## src/rtl/trackRouterPkg.sv

```systemverilog
package trackRouterPkg;

  // Strobes passed from control to datapath
  typedef struct packed {
    logic captureHold;    // park first chunk of each bus
    logic captureTracks;  // latch all four tracks
    logic phaseBit;       // registered phase for RAM address bit 19
  } routerStrobes_t;

  // Track slot numbering inside the track register array
  localparam int TRK_A = 0;
  localparam int TRK_D = 1;
  localparam int TRK_B = 2;
  localparam int TRK_E = 3;
  localparam int NUM_TRACKS = 4;
  localparam int NUM_PAIRS  = 5;

  // Read window offsets (byte addresses, low 8 bits)
  localparam logic [7:0] OFF_TRK_A   = 8'h00;
  localparam logic [7:0] OFF_TRK_D   = 8'h04;
  localparam logic [7:0] OFF_TRK_B   = 8'h08;
  localparam logic [7:0] OFF_TRK_E   = 8'h0C;
  localparam logic [7:0] OFF_VERSION = 8'h10;
  localparam logic [7:0] OFF_RAW_AD  = 8'h20;
  localparam logic [7:0] OFF_RAW_BE  = 8'h24;

  // Track placed in bits 8:0 of a pair port
  function automatic int pairLoIdx(int port, bit swapAd);
    case (port)
      0:       return swapAd ? TRK_B : TRK_A;
      1:       return TRK_A;
      2:       return TRK_A;
      3:       return TRK_B;
      default: return TRK_D;
    endcase
  endfunction

  // Track placed in bits 17:9 of a pair port
  function automatic int pairHiIdx(int port, bit swapAd);
    case (port)
      0:       return swapAd ? TRK_E : TRK_D;
      1:       return TRK_B;
      2:       return TRK_E;
      3:       return TRK_D;
      default: return TRK_E;
    endcase
  endfunction

endpackage

```

## src/rtl/trackRouterCtrl.sv

```systemverilog
module trackRouterCtrl
  import trackRouterPkg::*;
(
  input  logic           clk,
  input  logic           rst,
  input  logic           phaseFirst,
  input  logic           phaseSecond,
  output routerStrobes_t strb
);

  logic phaseBitQ;

  // Phase bit: high for the half after the second strobe, low after the first
  always_ff @(posedge clk) begin
    if (rst) begin
      phaseBitQ <= 1'b0;
    end else if (phaseSecond) begin
      phaseBitQ <= 1'b1;
    end else if (phaseFirst) begin
      phaseBitQ <= 1'b0;
    end
  end

  always_comb begin
    strb.captureHold   = phaseFirst;
    strb.captureTracks = phaseSecond;
    strb.phaseBit      = phaseBitQ;
  end

  assert_phase_set_R5: assert property (@(posedge clk) disable iff (rst)
    phaseSecond |=> strb.phaseBit);

  assert_phase_clear_R5: assert property (@(posedge clk) disable iff (rst)
    (phaseFirst && !phaseSecond) |=> !strb.phaseBit);

  assert_phase_hold_R5: assert property (@(posedge clk) disable iff (rst)
    (!phaseFirst && !phaseSecond) |=> $stable(strb.phaseBit));

endmodule

```

## src/rtl/trackRouterDatapath.sv

```systemverilog
module trackRouterDatapath
  import trackRouterPkg::*;
#(
  parameter int         TRACK_W = 9,
  parameter int         RD_W    = 16,
  parameter logic [3:0] VERSION = 4'h3,
  parameter bit         SWAP_AD = 1'b0,
  localparam int        PAIR_W  = 2 * TRACK_W,
  localparam int        RAM_AW  = PAIR_W + 2,
  localparam int        HOST_AW = RAM_AW + 1
)(
  input  logic                        clk,
  input  logic                        rst,
  input  routerStrobes_t              strb,
  input  logic [TRACK_W-1:0]          busAd,
  input  logic [TRACK_W-1:0]          busBe,
  input  logic                        ramSel,
  input  logic [HOST_AW-1:0]          hostAddr,
  output logic [NUM_PAIRS*RAM_AW-1:0] ramAddr,
  output logic [RD_W-1:0]             hostRdData
);

  logic [TRACK_W-1:0] holdAdQ;
  logic [TRACK_W-1:0] holdBeQ;
  logic [NUM_TRACKS-1:0][TRACK_W-1:0] trkQ;
  logic [RAM_AW-1:0]  cfgAddr;

  // Holding and track registers
  always_ff @(posedge clk) begin
    if (rst) begin
      holdAdQ <= '0;
      holdBeQ <= '0;
      trkQ    <= '0;
    end else begin
      if (strb.captureHold) begin
        holdAdQ <= busAd;
        holdBeQ <= busBe;
      end
      if (strb.captureTracks) begin
        trkQ[TRK_A] <= holdAdQ;
        trkQ[TRK_D] <= busAd;
        trkQ[TRK_B] <= holdBeQ;
        trkQ[TRK_E] <= busBe;
      end
    end
  end

  assign cfgAddr = {1'b0, hostAddr[HOST_AW-1:2]};

  // Pair words and per-port address select
  for (genvar p = 0; p < NUM_PAIRS; p++) begin : g_port
    localparam int LO = pairLoIdx(p, SWAP_AD);
    localparam int HI = pairHiIdx(p, SWAP_AD);
    logic [PAIR_W-1:0] pairWord;

    assign pairWord = {trkQ[HI], trkQ[LO]};
    assign ramAddr[p*RAM_AW +: RAM_AW] =
      ramSel ? cfgAddr : {strb.phaseBit, 1'b0, pairWord};

    assert_pair_bit18_R5: assert property (@(posedge clk) disable iff (rst)
      !ramSel |-> (ramAddr[p*RAM_AW + RAM_AW-2] == 1'b0));

    if (p > 0) begin : g_cfgSame
      assert_cfg_all_ports_R6: assert property (@(posedge clk) disable iff (rst)
        ramSel |-> (ramAddr[p*RAM_AW +: RAM_AW] == ramAddr[RAM_AW-1:0]));
    end
  end

  // Read-only register window
  always_comb begin
    hostRdData = '0;
    case (hostAddr[7:0])
      OFF_TRK_A:   hostRdData = RD_W'(trkQ[TRK_A]);
      OFF_TRK_D:   hostRdData = RD_W'(trkQ[TRK_D]);
      OFF_TRK_B:   hostRdData = RD_W'(trkQ[TRK_B]);
      OFF_TRK_E:   hostRdData = RD_W'(trkQ[TRK_E]);
      OFF_VERSION: hostRdData = RD_W'(VERSION);
      OFF_RAW_AD:  hostRdData = RD_W'(busAd);
      OFF_RAW_BE:  hostRdData = RD_W'(busBe);
      default:     hostRdData = '0;
    endcase
  end

  assert_tracks_stable_R2: assert property (@(posedge clk) disable iff (rst)
    !strb.captureTracks |=> $stable(trkQ));

  assert_hold_stable_R2: assert property (@(posedge clk) disable iff (rst)
    !strb.captureHold |=> ($stable(holdAdQ) && $stable(holdBeQ)));

  assert_rd_upper_zero_R8: assert property (@(posedge clk) disable iff (rst)
    hostRdData[RD_W-1:TRACK_W] == '0);

  assert_pair_shared_a_R3: assert property (@(posedge clk) disable iff (rst)
    !ramSel |-> (ramAddr[RAM_AW +: TRACK_W] == ramAddr[2*RAM_AW +: TRACK_W]));

endmodule

```

## src/rtl/trackPairRouter.sv

```systemverilog
module trackPairRouter
  import trackRouterPkg::*;
#(
  parameter int         TRACK_W = 9,
  parameter int         RD_W    = 16,
  parameter logic [3:0] VERSION = 4'h3,
  parameter bit         SWAP_AD = 1'b0
)(
  input  logic                                   clk,
  input  logic                                   rst,
  input  logic                                   phaseFirst,
  input  logic                                   phaseSecond,
  input  logic [TRACK_W-1:0]                     busAd,
  input  logic [TRACK_W-1:0]                     busBe,
  input  logic                                   ramSel,
  input  logic [2*TRACK_W+2:0]                   hostAddr,
  output logic [NUM_PAIRS*(2*TRACK_W+2)-1:0]     ramAddr,
  output logic [RD_W-1:0]                        hostRdData
);

  routerStrobes_t strb;

  trackRouterCtrl i_ctrl (
    .clk         (clk),
    .rst         (rst),
    .phaseFirst  (phaseFirst),
    .phaseSecond (phaseSecond),
    .strb        (strb)
  );

  trackRouterDatapath #(
    .TRACK_W (TRACK_W),
    .RD_W    (RD_W),
    .VERSION (VERSION),
    .SWAP_AD (SWAP_AD)
  ) i_datapath (
    .clk        (clk),
    .rst        (rst),
    .strb       (strb),
    .busAd      (busAd),
    .busBe      (busBe),
    .ramSel     (ramSel),
    .hostAddr   (hostAddr),
    .ramAddr    (ramAddr),
    .hostRdData (hostRdData)
  );

endmodule

```

## config.mk

```make
export PLATFORM = sky130hd
export DESIGN_NAME = trackPairRouter
export DESIGN_NICKNAME = d
export VERILOG_FILES = /design/src/rtl/trackRouterPkg.sv /design/src/rtl/trackRouterCtrl.sv /design/src/rtl/trackRouterDatapath.sv /design/src/rtl/trackPairRouter.sv
export SDC_FILE = /design/constraint.sdc
export NUM_CORES = 1
export LEC_CHECK = 0
export BUFFER_PORTS_ARGS = -buffer_cell sky130_fd_sc_hd__buf_2
export CAP_MARGIN = 10
export CORE_ASPECT_RATIO = 1.4
export CORE_MARGIN = 2
export CORE_UTILIZATION = 30
export DETAILED_ROUTE_END_ITERATION = 7
export GPL_TIMING_DRIVEN = 0
export PLACE_DENSITY_LB_ADDON = 0.15
export REMOVE_ABC_BUFFERS = 1
export SETUP_SLACK_MARGIN = 0.02
export SKIP_LAST_GASP = 1
export SYNTH_ARGS = -nofsm -noshare
export SYNTH_HDL_FRONTEND = slang
export SYNTH_SLANG_ARGS = --single-unit
```

## constraint.sdc

```tcl
create_clock -name clk -period 1.6 [get_ports clk]
set_input_delay 0.24 -clock clk [delete_from_list [all_inputs] [get_ports clk]]
set_output_delay 0.24 -clock clk [all_outputs]
set_load 0.02 [all_outputs]
```

# Word-level counts from Yosys, hierarchy flattened
# Index checks and enable logic that the tools add are counted.
[totals]
regBits = 55
latchBits = 0
ram_bits = 0
mem_bits_ro = 0
in_bits = 44
output_inout_bits = 116
wordCells = 23
memories = 0
[op_classes]
n_addsub = 0
mul = 0
div = 0
magnitude_cmp = 0
eq_ne = 6
n_shift = 0
mux = 8
bitwise = 0
n_reduce_logical = 2
[ops]
columns = ["operator", "n"]
rows = [
  ["$mux W20", 5],
  ["$pmux W9 S7", 1],
  ["$eq A8 B4 Y1 const B", 2],
  ["$eq A8 B6 Y1 const B", 2],
  ["$eq A8 B3 Y1 const B", 1],
  ["$eq A8 B5 Y1 const B", 1],
  ["$logic_not A8 Y1", 1],
  ["$mux W1", 2],
  ["$reduce_bool A2 Y1", 1],
]

# Depth between registers and ports, before layout
[depth]
depth_word = 2
mapped_depth = 6
depth_no_buf = 3

# Cells and area by module
# A second synthesis with hierarchy kept.
[hier_totals]
hier_cells = 415
hier_area_um2 = 3367.0
[by_module_without_submodules]
columns = ["module", "n_inst", "cells_per_inst", "area_each_um2", "seq_area_each_um2"]
rows = [
  ["trackRouterDatapath", 1, 408, 3305.7, 1081.0],
  ["trackRouterCtrl", 1, 7, 61.3, 20.0],
]

# Least setup slack after synthesis
# OpenSTA, ideal clock, no wires.
[synth_path]
path_type = "in2out"
startpoint = "in ramSel"
endpoint = "out ramAddr[24]"
arrival_ns = 1.418
t_required_ns = 1.360
slack_ns = -0.058
cell_stages = 4
n_path_buf = 3
path_cell_list = "clkbuf_1 clkbuf_1 o21ai_0 buf_4"
[synth_between]
elab_chain_len = 1
[synth_rtl]
columns = ["element", "line_no", "source"]
rows = [
  ["start, declared", "trackPairRouter.sv:15", "input logic ramSel,"],
  ["$mux W20", "trackRouterDatapath.sv:58", "ramSel ? cfgAddr : {strb.phaseBit, 1'b0, pairWord};"],
  ["end, declared", "trackPairRouter.sv:17", "output logic [NUM_PAIRS*(2*TRACK_W+2)-1:0] ramAddr,"],
]
# No other way between the ends.

# Worst setup path after layout
[layout_path]
startpoint = "reg i_datapath.trkQ, in the netlist i_datapath.g_port[0].pairWord[14]"
endpoint = "out hostRdData[5]"
[layout_between]
elab_chain_len = 1
[layout_rtl]
columns = ["element", "line_no", "source"]
rows = [
  ["start, declared", "trackRouterDatapath.sv:25", "logic [NUM_TRACKS-1:0][TRACK_W-1:0] trkQ;"],
  ["start signal, assigned by index", "trackRouterDatapath.sv:40", "trkQ[TRK_A] <= holdAdQ;"],
  ["start signal, assigned by index", "trackRouterDatapath.sv:41", "trkQ[TRK_D] <= busAd;"],
  ["start signal, assigned by index", "trackRouterDatapath.sv:42", "trkQ[TRK_B] <= holdBeQ;"],
  ["$pmux W9 S7", "trackRouterDatapath.sv:72", "case (hostAddr[7:0])"],
  ["end, declared", "trackPairRouter.sv:18", "output logic [RD_W-1:0] hostRdData"],
]
# No other way between the ends.

==> results.toml <==
[cts]
cts_tree = "yes"
clk_pin_slew_ns = 0.07
ctsHoldBuffers = 0
clock_sinks = 55
cts_buffer_depth = 2
cts.root.buffer_cell = "clkbuf_16"
cts_buffers = 5
cts_max_level = 2
clock_latency_ns = 0.29

[layout]
layout.nets = 551
drive_above_1_share = 0.409
instances_no_fill = 649
fillers = 1170
antennaDiodeCount = 0
utilization = 0.389
stdcell_area_sq_um = 4210
area_delta_synth_final_pct = 26.8

[sta]
skew_ns = 0.00288
hold_ws_ns = 0.219
setup_ws_ns = -0.0323
post-route-period-util = 1.02
rsz0062_at_grt = "yes"
slew_viol_final = 0
hold_viol_final = 0
maxSlewHeadroom = 0.206
setup_viol = 5
tightest_slew_ns = 1.19
period_needed_ns = 1.63
fmax_mhz = 613

[routing]
first_pass_iters = 4
vias = 2916
drtIter0Drc = 111
wl_per_cell_um = 13.6
ant_nets = 0
drt-total-wl_um = 8830
drc = 0
via_per_inst = 4.49

[logic_synthesis]
syn_inst = 400
synth.avg_cell_area_sq_um = 8.30
async_flop_share = 0
synth_warnings = 0
synth-edff-count = 0
synth_area_sq_um = 3320
synth.area.top_cells = "dfxtp_1 33%, mux2i_1 19%, buf_4 12%"
synth_top_area_frac = 0.332
ys_ff_latch = 55
seq_area_frac_synth = 0.332
yosys.area.top_type = "dfxtp_1"
ys.flop_type = "dfxtp_1"
ys_types = 29

[floorplan]
rows = 45
fp.dieArea_sq_um = 11900
die_h_um = 128
core_sq_um = 10800
start_util = 0.307
ios = 160
die_w_um = 92.9

[power]
ir_drop_mv = 0.340
total_power_uw = 3540
p_leak_uw = 0.00224
power.density_nw_per_um2 = 841

[min_path]
worstHoldPathType = "in2reg"
hold_depth = 3

[global_route]
grt_max_degree = 57
grt_pass1_wl_um = 13400
grt_pass1_vias = 2715
antenna_found_initial = 0
grt_usage = 0.143
grt-ovfl-total = 0

[status]
status = "finished with violations"
violations = "setup timing"

[worst_setup_path]
cp.arrival_ns = 1.39
start_kind = "flip-flop"
crit_path_end_kind = "output port"
critPathKind = "reg2out"
required_ns = 1.36
crit_fanout = 2
worstRegToRegCells = 3

[placement]
hpwl_um = 6000
dpl-instance-area_sq_um = 3780
placed_cells = 626
io_buffer_count = 152
gp_congestion = 0.718

[run]
max-cap-violations = 0
==> cell type report <==
class | instances | area, sq um | area share
multi-input combinational | 258 | 1740 | 0.415
clock buffer | 8 | 156 | 0.0372
timing repair buffer | 167 | 938 | 0.223
inverter | 20 | 75.1 | 0.0178
sequential | 55 | 1120 | 0.265
tap | 141 | 176 | 0.0419
==> sequential cells by signal, summed over array words and instances, names as in the netlist <==
signal                      flops
i_ctrl.phaseBitQ                1
i_datapath.holdAdQ              9
i_datapath.holdBeQ              9
i_datapath.g_port.pairWord     36
==> worst paths after layout <==
path                                      from  slack, ns                           endpoint
max          i_datapath.g_port[0].pairWord[14]      -0.03                      hostRdData[5]
min                                   busAd[8]       0.22              i_datapath.holdAdQ[8]
max reg2reg  i_datapath.g_port[0].pairWord[16]       0.81  i_datapath.g_port[0].pairWord[16]
min reg2reg                   i_ctrl.phaseBitQ       0.49                   i_ctrl.phaseBitQ
==> where the power goes <==
part | switching [uW] | total, uW | internal [uW]
sequential | 43.3 | 1490 | 1440
clock | 477 | 1140 | 668
combinational | 567 | 906 | 338
==> synthesized netlist by cell type, types with 2 or more instances <==
cell,n
nand2b_1,18
nand3_1,8
buf_2,5
mux4_2,3
mux2i_1,64
o21ai_1,2
o221ai_1,2
nor2_1,59
o21ai_0,23
buf_4,55
nand2_1,56
mux4_1,4
inv_1,20
dfxtp_1,55
clkbuf_1,10
nor2b_1,2
buf_1,2
==> cells in the final DEF, fill, tap and decap left out, drive strengths merged, types with 2 or more instances in the layout <==
cell / instances
buf: 167
clkbuf: 8
conb: 7
dfxtp: 55
inv: 20
mux2: 2
mux2i: 64
mux4: 7
nand2: 56
nand2b: 18
nand3: 9
nor2: 59
nor2b: 2
o21ai: 25
o221ai: 2
==> cell families (layout without fill, tap and decap cells) <==
family,after synthesis,in the layout,synth area share
mux,73,73,0.253
flops,55,55,0.332
other cells,1,7,0.00113
simple gates,146,147,0.186
compound gates,31,31,0.0517
buf+inv,94,195,0.176
==> worst max-delay path: stages (launching register included) <==
cell     delay [ns]
dfxtp_2        0.32
mux4_1         0.50
nand3_2        0.07
o21ai_1        0.06
buf_4          0.16
==> metrics by stage <==
stage	TNS, ns	setup slack [ns]
after CTS	-0.398	-0.125
after detailed placement	-18.91	-0.921
final	-0.103	-0.0323
after global placement	-32.32	-2.50
after floorplan	-15.69	-0.747
after global routing	-0.620	-0.108
==> routing by layer <==
layer	vias up	GRT usage	share of wire
met5	-	0	0
met4	0	0.0441	0.013
met3	7	0.0234	0.042
met2	79	0.271	0.55
met1	1369	0.162	0.40
li1	1461	-	-
==> timing repair <==
item,4_1_cts,5_1_grt
pin swaps,8,3
resized for setup,41,15
endpoints found under the hold margin,0,0
cloned,1,0
endpoints found under the setup margin,104,18
buffers inserted,13,2
(Power assumes the default switching activity.)
